`config.mk`:
```
export PLATFORM = sky130hd
export DESIGN_NAME = sar_conv_seq
export DESIGN_NICKNAME = d
export VERILOG_FILES = /design/src/rtl/sar_seq_pkg.sv /design/src/rtl/sar_phase_ctrl.sv /design/src/rtl/sar_bit_reg.sv /design/src/rtl/sar_conv_seq.sv
export SDC_FILE = /design/constraint.sdc
export NUM_CORES = 1
export LEC_CHECK = 0
export CORE_MARGIN = 4
export CORE_UTILIZATION = 42
export CTS_CLUSTER_DIAMETER = 120
export CTS_CLUSTER_SIZE = 16
export DETAILED_ROUTE_END_ITERATION = 10
export HOLD_SLACK_MARGIN = 0.12
export PLACE_DENSITY = 0.8
export SYNTH_ARGS = -nofsm -noshare
export SYNTH_HDL_FRONTEND = slang
export SYNTH_HIERARCHICAL = 1
export SYNTH_SLANG_ARGS = --single-unit
```
`constraint.sdc`:
```
create_clock -name clk -period 5.7 [get_ports clk]
set_clock_uncertainty 0.15 [all_clocks]
set_input_delay 0.855 -clock clk [delete_from_list [all_inputs] [get_ports clk]]
set_output_delay 0.855 -clock clk [all_outputs]
set_load 0.05 [all_outputs]
```
`src/rtl/sar_seq_pkg.sv`:
```
package sar_seq_pkg;

    typedef enum logic [1:0] {
        PH_IDLE    = 2'd0,
        PH_INIT    = 2'd1,
        PH_FINAL   = 2'd2,
        PH_RESOLVE = 2'd3
    } sar_phase_e;

    typedef struct packed {
        logic amp_en;
        logic bypass;
        logic sample_en;
    } front_ctl_t;

    function automatic int max2(input int a, input int b);
        return (a > b) ? a : b;
    endfunction

    function automatic sar_phase_e next_phase(input sar_phase_e p);
        case (p)
            PH_INIT:  return PH_FINAL;
            PH_FINAL: return PH_RESOLVE;
            default:  return PH_IDLE;
        endcase
    endfunction

    function automatic front_ctl_t decode_front(input sar_phase_e p);
        front_ctl_t f;
        f.amp_en    = (p == PH_INIT);
        f.bypass    = (p == PH_FINAL);
        f.sample_en = (p == PH_INIT) || (p == PH_FINAL);
        return f;
    endfunction

endpackage

```
`src/rtl/sar_phase_ctrl.sv`:
```
module sar_phase_ctrl
    import sar_seq_pkg::*;
#(
    parameter int CH_W        = 6,
    parameter int RES_W       = 10,
    parameter int INIT_TICKS  = 2,
    parameter int FINAL_SHORT = 2,
    parameter int FINAL_LONG  = 8,
    localparam int IDX_W      = $clog2(RES_W)
) (
    input  logic             clk,
    input  logic             rst,
    input  logic             qclk_en,
    input  logic             start,
    input  logic [CH_W-1:0]  start_chan,
    input  logic             start_long,
    input  logic             stop,
    output sar_phase_e       phase_o,
    output logic [CH_W-1:0]  chan_o,
    output logic             accept_o,
    output logic             res_step_o,
    output logic             res_last_o,
    output logic [IDX_W-1:0] bit_idx_o
);
    localparam int MAX_LEN = max2(max2(INIT_TICKS, FINAL_LONG), max2(FINAL_SHORT, RES_W));
    localparam int CNT_W   = $clog2(MAX_LEN + 1);

    sar_phase_e       phase_q;
    logic [CNT_W-1:0] cnt_q;
    logic [CNT_W-1:0] len;
    logic [CH_W-1:0]  chan_q;
    logic             long_q;
    logic             tick;
    logic             phase_end;

    always_comb begin
        case (phase_q)
            PH_INIT:    len = CNT_W'(INIT_TICKS);
            PH_FINAL:   len = long_q ? CNT_W'(FINAL_LONG) : CNT_W'(FINAL_SHORT);
            PH_RESOLVE: len = CNT_W'(RES_W);
            default:    len = CNT_W'(1);
        endcase
    end

    assign tick      = qclk_en && (phase_q != PH_IDLE) && !stop;
    assign phase_end = tick && (cnt_q == len - CNT_W'(1));
    assign accept_o  = (phase_q == PH_IDLE) && start && !stop;

    always_ff @(posedge clk) begin
        if (rst) begin
            phase_q <= PH_IDLE;
            cnt_q   <= '0;
            chan_q  <= '0;
            long_q  <= 1'b0;
        end else if (stop) begin
            phase_q <= PH_IDLE;
            cnt_q   <= '0;
        end else if (accept_o) begin
            phase_q <= PH_INIT;
            cnt_q   <= '0;
            chan_q  <= start_chan;
            long_q  <= start_long;
        end else if (tick) begin
            if (phase_end) begin
                phase_q <= next_phase(phase_q);
                cnt_q   <= '0;
            end else begin
                cnt_q <= cnt_q + CNT_W'(1);
            end
        end
    end

    assign phase_o    = phase_q;
    assign chan_o     = chan_q;
    assign res_step_o = tick && (phase_q == PH_RESOLVE);
    assign res_last_o = res_step_o && phase_end;
    assign bit_idx_o  = IDX_W'(RES_W - 1) - IDX_W'(cnt_q);

endmodule

```
`src/rtl/sar_bit_reg.sv`:
```
module sar_bit_reg #(
    parameter int RES_W  = 10,
    localparam int IDX_W = $clog2(RES_W)
) (
    input  logic             clk,
    input  logic             rst,
    input  logic             clear,
    input  logic             resolving,
    input  logic             res_step,
    input  logic             res_last,
    input  logic [IDX_W-1:0] bit_idx,
    input  logic             comp_hi,
    output logic [RES_W-1:0] dac_code,
    output logic [RES_W-1:0] result,
    output logic             eoc
);
    logic [RES_W-1:0] sar_q;
    logic [RES_W-1:0] trial;
    logic [RES_W-1:0] decided;
    logic [RES_W-1:0] result_q;
    logic             eoc_q;

    for (genvar i = 0; i < RES_W; i++) begin : g_trial
        assign trial[i] = (bit_idx == IDX_W'(i));
    end

    assign decided  = (sar_q & ~trial) | (comp_hi ? trial : '0);
    assign dac_code = resolving ? (sar_q | trial) : '0;

    always_ff @(posedge clk) begin
        if (rst) begin
            sar_q    <= '0;
            result_q <= '0;
            eoc_q    <= 1'b0;
        end else begin
            eoc_q <= res_last;
            if (clear) begin
                sar_q <= '0;
            end else if (res_step) begin
                sar_q <= decided;
            end
            if (res_last) begin
                result_q <= decided;
            end
        end
    end

    assign result = result_q;
    assign eoc    = eoc_q;

endmodule

```
`src/rtl/sar_conv_seq.sv`:
```
module sar_conv_seq
    import sar_seq_pkg::*;
#(
    parameter int CH_W        = 6,
    parameter int RES_W       = 10,
    parameter int INIT_TICKS  = 2,
    parameter int FINAL_SHORT = 2,
    parameter int FINAL_LONG  = 8
) (
    input  logic             clk,
    input  logic             rst,
    input  logic             qclk_en,
    input  logic             start,
    input  logic [CH_W-1:0]  start_chan,
    input  logic             start_long,
    input  logic             stop,
    input  logic             comp_hi,
    output logic [CH_W-1:0]  mux_sel,
    output logic             amp_en,
    output logic             amp_bypass,
    output logic             sample_en,
    output logic [RES_W-1:0] dac_code,
    output logic             busy,
    output logic             eoc,
    output logic [RES_W-1:0] result
);
    localparam int IDX_W = $clog2(RES_W);

    sar_phase_e       phase;
    logic             accept;
    logic             res_step;
    logic             res_last;
    logic [IDX_W-1:0] bit_idx;
    front_ctl_t       front;

    sar_phase_ctrl #(
        .CH_W(CH_W), .RES_W(RES_W), .INIT_TICKS(INIT_TICKS),
        .FINAL_SHORT(FINAL_SHORT), .FINAL_LONG(FINAL_LONG)
    ) ctrl_i (
        .clk(clk), .rst(rst), .qclk_en(qclk_en), .start(start),
        .start_chan(start_chan), .start_long(start_long), .stop(stop),
        .phase_o(phase), .chan_o(mux_sel), .accept_o(accept),
        .res_step_o(res_step), .res_last_o(res_last), .bit_idx_o(bit_idx)
    );

    sar_bit_reg #(.RES_W(RES_W)) sar_i (
        .clk(clk), .rst(rst), .clear(accept),
        .resolving(phase == PH_RESOLVE), .res_step(res_step),
        .res_last(res_last), .bit_idx(bit_idx), .comp_hi(comp_hi),
        .dac_code(dac_code), .result(result), .eoc(eoc)
    );

    assign front      = decode_front(phase);
    assign amp_en     = front.amp_en;
    assign amp_bypass = front.bypass;
    assign sample_en  = front.sample_en;
    assign busy       = (phase != PH_IDLE);

endmodule

```
* Yosys cells after proc, flatten, opt, wreduce, memory -nomap -nowiden
Cells that the tools add are included.
Word-level totals: output and inout port bits 31, logic and storage cells 58, bits of input ports 13, register bits after elaboration 34
Cells by class: multiplexer cells 9, equality and inequality tests 13, bitwise operators 5, reduce and logical (&&, ||, !) cells 20, $add $sub $neg 3
Operators with widths (number):
- $mux 10 | 2
- $or 10x10->10 | 2
- $eq 4x3->1 const B | 4
- $pmux 4 s3 | 1
- $and 10x10->10 | 1
- $not 10->10 | 1
- $eq 4x2->1 const B | 2
- $eq 4x4->1 const B | 2
- $mux 4 | 2
- $logic_and 1x1->1 | 7
- $reduce_and 2->1 | 3
- $reduce_bool 2->1 | 3
- $add 4x1->4 const B | 1
- $eq 2x2->1 const B | 2
- $eq 4x1->1 const B | 1
- $eq 4x4->1 | 1
- $logic_not 4->1 | 1
- $pmux 2 s2 | 1
- $reduce_or 2->1 | 2
- $sub 4x1->4 const B | 1
- $sub 4x4->4 const A | 1
- $mux 1 | 3
- $reduce_or 3->1 | 1
- $eq 2x1->1 const B | 1
- 4 further kinds | 4

* Logic depth before layout (Yosys ltp)
depth after elaboration 8, gate-level depth with buffers 12, gate-level depth less buffers 11

* Cells and area by module
The synthesis kept the hierarchy.
By module, submodules not included:
- sar_bit_reg | instances 1, area each 1146.1 um^2, seq. area each 420.4 um^2, cells an instance 115
- sar_phase_ctrl | instances 1, area each 742.0 um^2, seq. area each 260.2 um^2, cells an instance 94
- sar_conv_seq | instances 1, area each 61.3 um^2, seq. area each 0.0 um^2, cells an instance 7

* Least setup slack after synthesis
Ideal clock, no wire load.
path kind flip-flop to output port, from register ctrl_i.cnt_q[1], to output dac_code[1], stages on the path, launching flop included 7, arrival 1683 ps, path slack 3012 ps, path buffers 1, cell sequence dfxtp_1 > inv_1 > ha_1 > xor2_1 > buf_6 > nor4b_4 > o21a_1
Between the ends: cells in the longest elaborated chain, start to end 4
RTL lines:
- start, declared | RTL line sar_phase_ctrl.sv:29 | logic [CNT_W-1:0] cnt_q;
- start signal, assigned | RTL line sar_phase_ctrl.sv:68 | cnt_q <= cnt_q + CNT_W'(1);
- $sub 4x4->4 | RTL line sar_phase_ctrl.sv:77 | assign bit_idx_o = IDX_W'(RES_W - 1) - IDX_W'(cnt_q);
- net bit_idx[3] | RTL line sar_conv_seq.sv:33 | logic [IDX_W-1:0] bit_idx;
- $eq 4x1->1 | RTL line sar_bit_reg.sv:24 | assign trial[i] = (bit_idx == IDX_W'(i));
- $or 10x10->10 | RTL line sar_bit_reg.sv:28 | assign dac_code = resolving ? (sar_q | trial) : '0;
- $mux 10 | RTL line sar_bit_reg.sv:28
- end, declared | RTL line sar_conv_seq.sv:22 | output logic [RES_W-1:0] dac_code,
The timed path passes the listed nets, and every way through them passes these cells.

* Worst setup path in the final report
from register ctrl_i.cnt_q[1], to output dac_code[8]
Between the ends: cells in the longest elaborated chain, start to end 4
RTL lines (RTL line):
- $sub 4x4->4 | sar_phase_ctrl.sv:77
- net bit_idx[3] | sar_conv_seq.sv:33
- $eq 4x4->1 | sar_bit_reg.sv:24
- $or 10x10->10 | sar_bit_reg.sv:28
- $mux 10 | sar_bit_reg.sv:28
The timed path passes the listed nets, and every way through them passes these cells.

==> qor.txt <==
Clk Tree Root Cell: clkbuf_8
Largest family of logic cells by synthesized area: simple AND/OR/NAND/NOR gates
Starting Density: 0.442
Crit. End Element: output pin
Crit path DAT: 3590 ps
Post-Syn Nets: 241
Max-slew violations: 0
Proportion of synthesized area in mux cells: 0.108
Yosys top cell area share: 0.349
Total Die Area: 0.00580 mm²
FF-to-FF path depth: 11
Synthesized area per cell: 9.02 µm²
Fmax: 0.218 GHz
CP top delay family: buffers and inverters
Post-CTS Setup Repair Bufs: 0
Outcome: finished, final reports clean
Area after DPL: 0.00235 mm²
Post-Synth XOR/XNOR Area: 0.0180
Max cap viols: 0
Port bufs: 43
# diodes: 0
DR vias/cell: 5.27
Post-Synth Simple-Gate Area: 0.250
Fin Setup TNS: 0 ps
Reg clk slew, reported paths: 70 ps
Crit path launch: ctrl_i/cnt_q[1]
Syn Std Cell Area: 0.00195 mm²
First-pass GRT wire length: 6880 µm
Worst path required time: 4700 ps
Routed vias: 1,606
R2R Setup Slk: 2280 ps
Register area share after synthesis: 0.349
Hold buffer count at cts: 0
Critical path type: register to output pin
Io pins: 44
Mapped Cells: 216
R2R Path Start: ctrl_i/phase_o[0]
#FFs+latches synth: 34
Final Util: 0.565
Nets@finish: 277
Pre-Repair DR Iteration Count: 4
Slew at the pin closest to its max-slew limit: 1190 ps
Slowest cell delay on critical path: 830 ps
DRC viols: 0
Layout area overhead: 27.9%
Final instance area: 0.00249 mm²
CTS max path bufs: 2
Count of final setup violators: 0
Clock latency on the worst-skew pair: 290 ps
Antenna violations before repair: 0
Die X: 76.1 µm
Crit-path cells: inv_1 -> ha_1 -> xor2_1 -> nor4b_4 -> o21a_1 -> clkdlybuf4s50_1
Post-route setup slack: 1100 ps
Fin crit share: 0.806
Largest net degree at the start of global routing: 22
Main area contributors after synthesis: dfxtp_1, mux2i_1, nand2_1, ha_1, nor4b_4
CP Launch Type: register
CP max stage cell: xor2_1
Yosys synthesis warning count: 6
WL/cell: 13.6 µm
Starting DRT DRC Count: 96
CTS Sinks: 34
LEAKAGE: 0.939 nW
Fin. Hold Viols: 0
Power density cells: 226 mW/mm²
FF-to-FF End: sar_i/result[6]
GP Congestion: 0.791
Total CTS buffers: 5
VDD IR-drop max: 0.114 mV
Setup WS pre-CTS: 1380 ps
Num rows: 24
TritonCTS clock tree: done
Hold Crit Class: register to register
Remaining Overflow, GRT: 0
Yosys top cell by area: dfxtp_1
Post-synthesis compound-gate area fraction: 0.126
WP buf/inv: 2
Crit path to: dac_code[8]
Number of global-route vias before repair: 1,491
Distinct cell type count after synthesis: 34
DP HPWL: 2980 µm
Core area: 0.00441 mm²
Final min period: 4600 ps
ANT nets after route: 0
WL final: 4150 µm
GRT Total Usage: 0.145
Crit path max fanout: 15
# resized after CTS: 0
Stages on the worst setup path: 6
Post-Synth Adder-Cell Area: 0.0770
RSZ-0062 raised after global routing: false
# H-tree levels: 2
Die Span Y: 76.1 µm
Max-slew headroom: 0.202
Layout cells sized above 1: 0.0593
cell usage in the layout, fill, tap and decap left out, types with 2 or more instances in the layout:
cell type / netlist / routed
o21ai_1: 2 / 2
nor2b_1: 2 / 2
nand4_1: 2 / 2
clkdlybuf4s50_1: 0 / 43
xnor2_1: 2 / 2
a211oi_1: 10 / 10
nor2_1: 18 / 18
mux2i_1: 21 / 21
ha_1: 12 / 12
and4bb_1: 4 / 4
nor4b_4: 4 / 4
xor2_1: 2 / 2
clkbuf_8: 0 / 6
a21oi_1: 13 / 13
nand2_1: 42 / 42
dfxtp_1: 34 / 34
nand3_1: 2 / 2
inv_1: 10 / 10
bufinv_16: 0 / 2
o21a_1: 10 / 10
cells by family after synthesis:
kind of cell	Yosys count
XOR/XNOR	4
AND/OR/NAND/NOR	83
multiplexers	21
AO/OA/AOI/OAI	37
buffers and inverters	25
adder cells (fa/ha/maj)	12
flip-flops	34
power breakdown:
part / total [mW] / switching [mW] / internal, mW
combinational: 0.0422 / 0.0256 / 0.0166
sequential: 0.242 / 0.00161 / 0.240
clock: 0.279 / 0.0925 / 0.187
cells in the mapped netlist (all sizes together):
cell type  instances
dfxtp             34
and4b              1
buf                9
ha                12
xor2               2
inv               10
xnor2              2
and4bb             4
nor3b              1
nor4b              4
nor2b              2
and3b              1
mux2i             21
nor2              18
nand2             42
a2111oi            1
nor4               1
o21ai              3
nand4              2
nor3               1
o21a              10
clkinv             1
nand3              2
a211oi            10
and3               1
a21oi             13
clkbuf             5
nor4bb             1
nand2b             1
or2                1
how the worst min path moves through the flow:
stage                              from  cells past startpoint  slack (ps)            end
after floorplan           ctrl_i/long_q                      2         280  ctrl_i/long_q
after global placement    ctrl_i/long_q                      2         290  ctrl_i/long_q
after detailed placement  ctrl_i/long_q                      2         290  ctrl_i/long_q
after CTS                 ctrl_i/long_q                      2         300  ctrl_i/long_q
after global routing      ctrl_i/long_q                      2         330  ctrl_i/long_q
final                     ctrl_i/long_q                      2         300  ctrl_i/long_q
worst register-to-register path: cells and delay by family (launching register included):
family / cells / cell delay [ps]
buffers and inverters: 1 / 100
flip-flops: 1 / 480
AND/OR/NAND/NOR: 4 / 1460
XOR/XNOR: 1 / 220
AO/OA/AOI/OAI: 3 / 440
adder cells (fa/ha/maj): 2 / 470
per-stage QoR:
step,power [mW],hold WS (ps),instances
6_report,0.563,304,305
5_1_grt,0.580,325,305
4_1_cts,0.569,304,305
3_5_place_dp,0.289,294,297
3_3_place_gp,0.289,291,297
2_1_floorplan,0.273,281,216
metal layers:
layer  track usage  routed length [µm]  vias to the layer above
met1         0.187                1900                      742
li1              -                   -                      811
met3        0.0485                 245                        8
met5             0                   0                        -
met2         0.216                1910                       45
met4        0.0682                 100                        0
sequential cells by signal (all words and copies together) (netlist names):
register / flops
sar_i/result: 10
ctrl_i/cnt_q: 4
ctrl_i/long_q: 1
ctrl_i/chan_o: 6
sar_i/eoc: 1
ctrl_i/phase_o: 2
sar_i/sar_q: 10
final cells by class:
class / count / area [µm²]
flip-flops and latches: 34 / 681
fillers: 406 / 1920
inverters: 11 / 46.3
multi-input cells: 157 / 1130
clock buffers: 6 / 82.6
clock inverters: 2 / 60.1
well taps: 52 / 65.1
repair buffers: 43 / 430
Note: power is estimated with default switching activity, not from simulation.
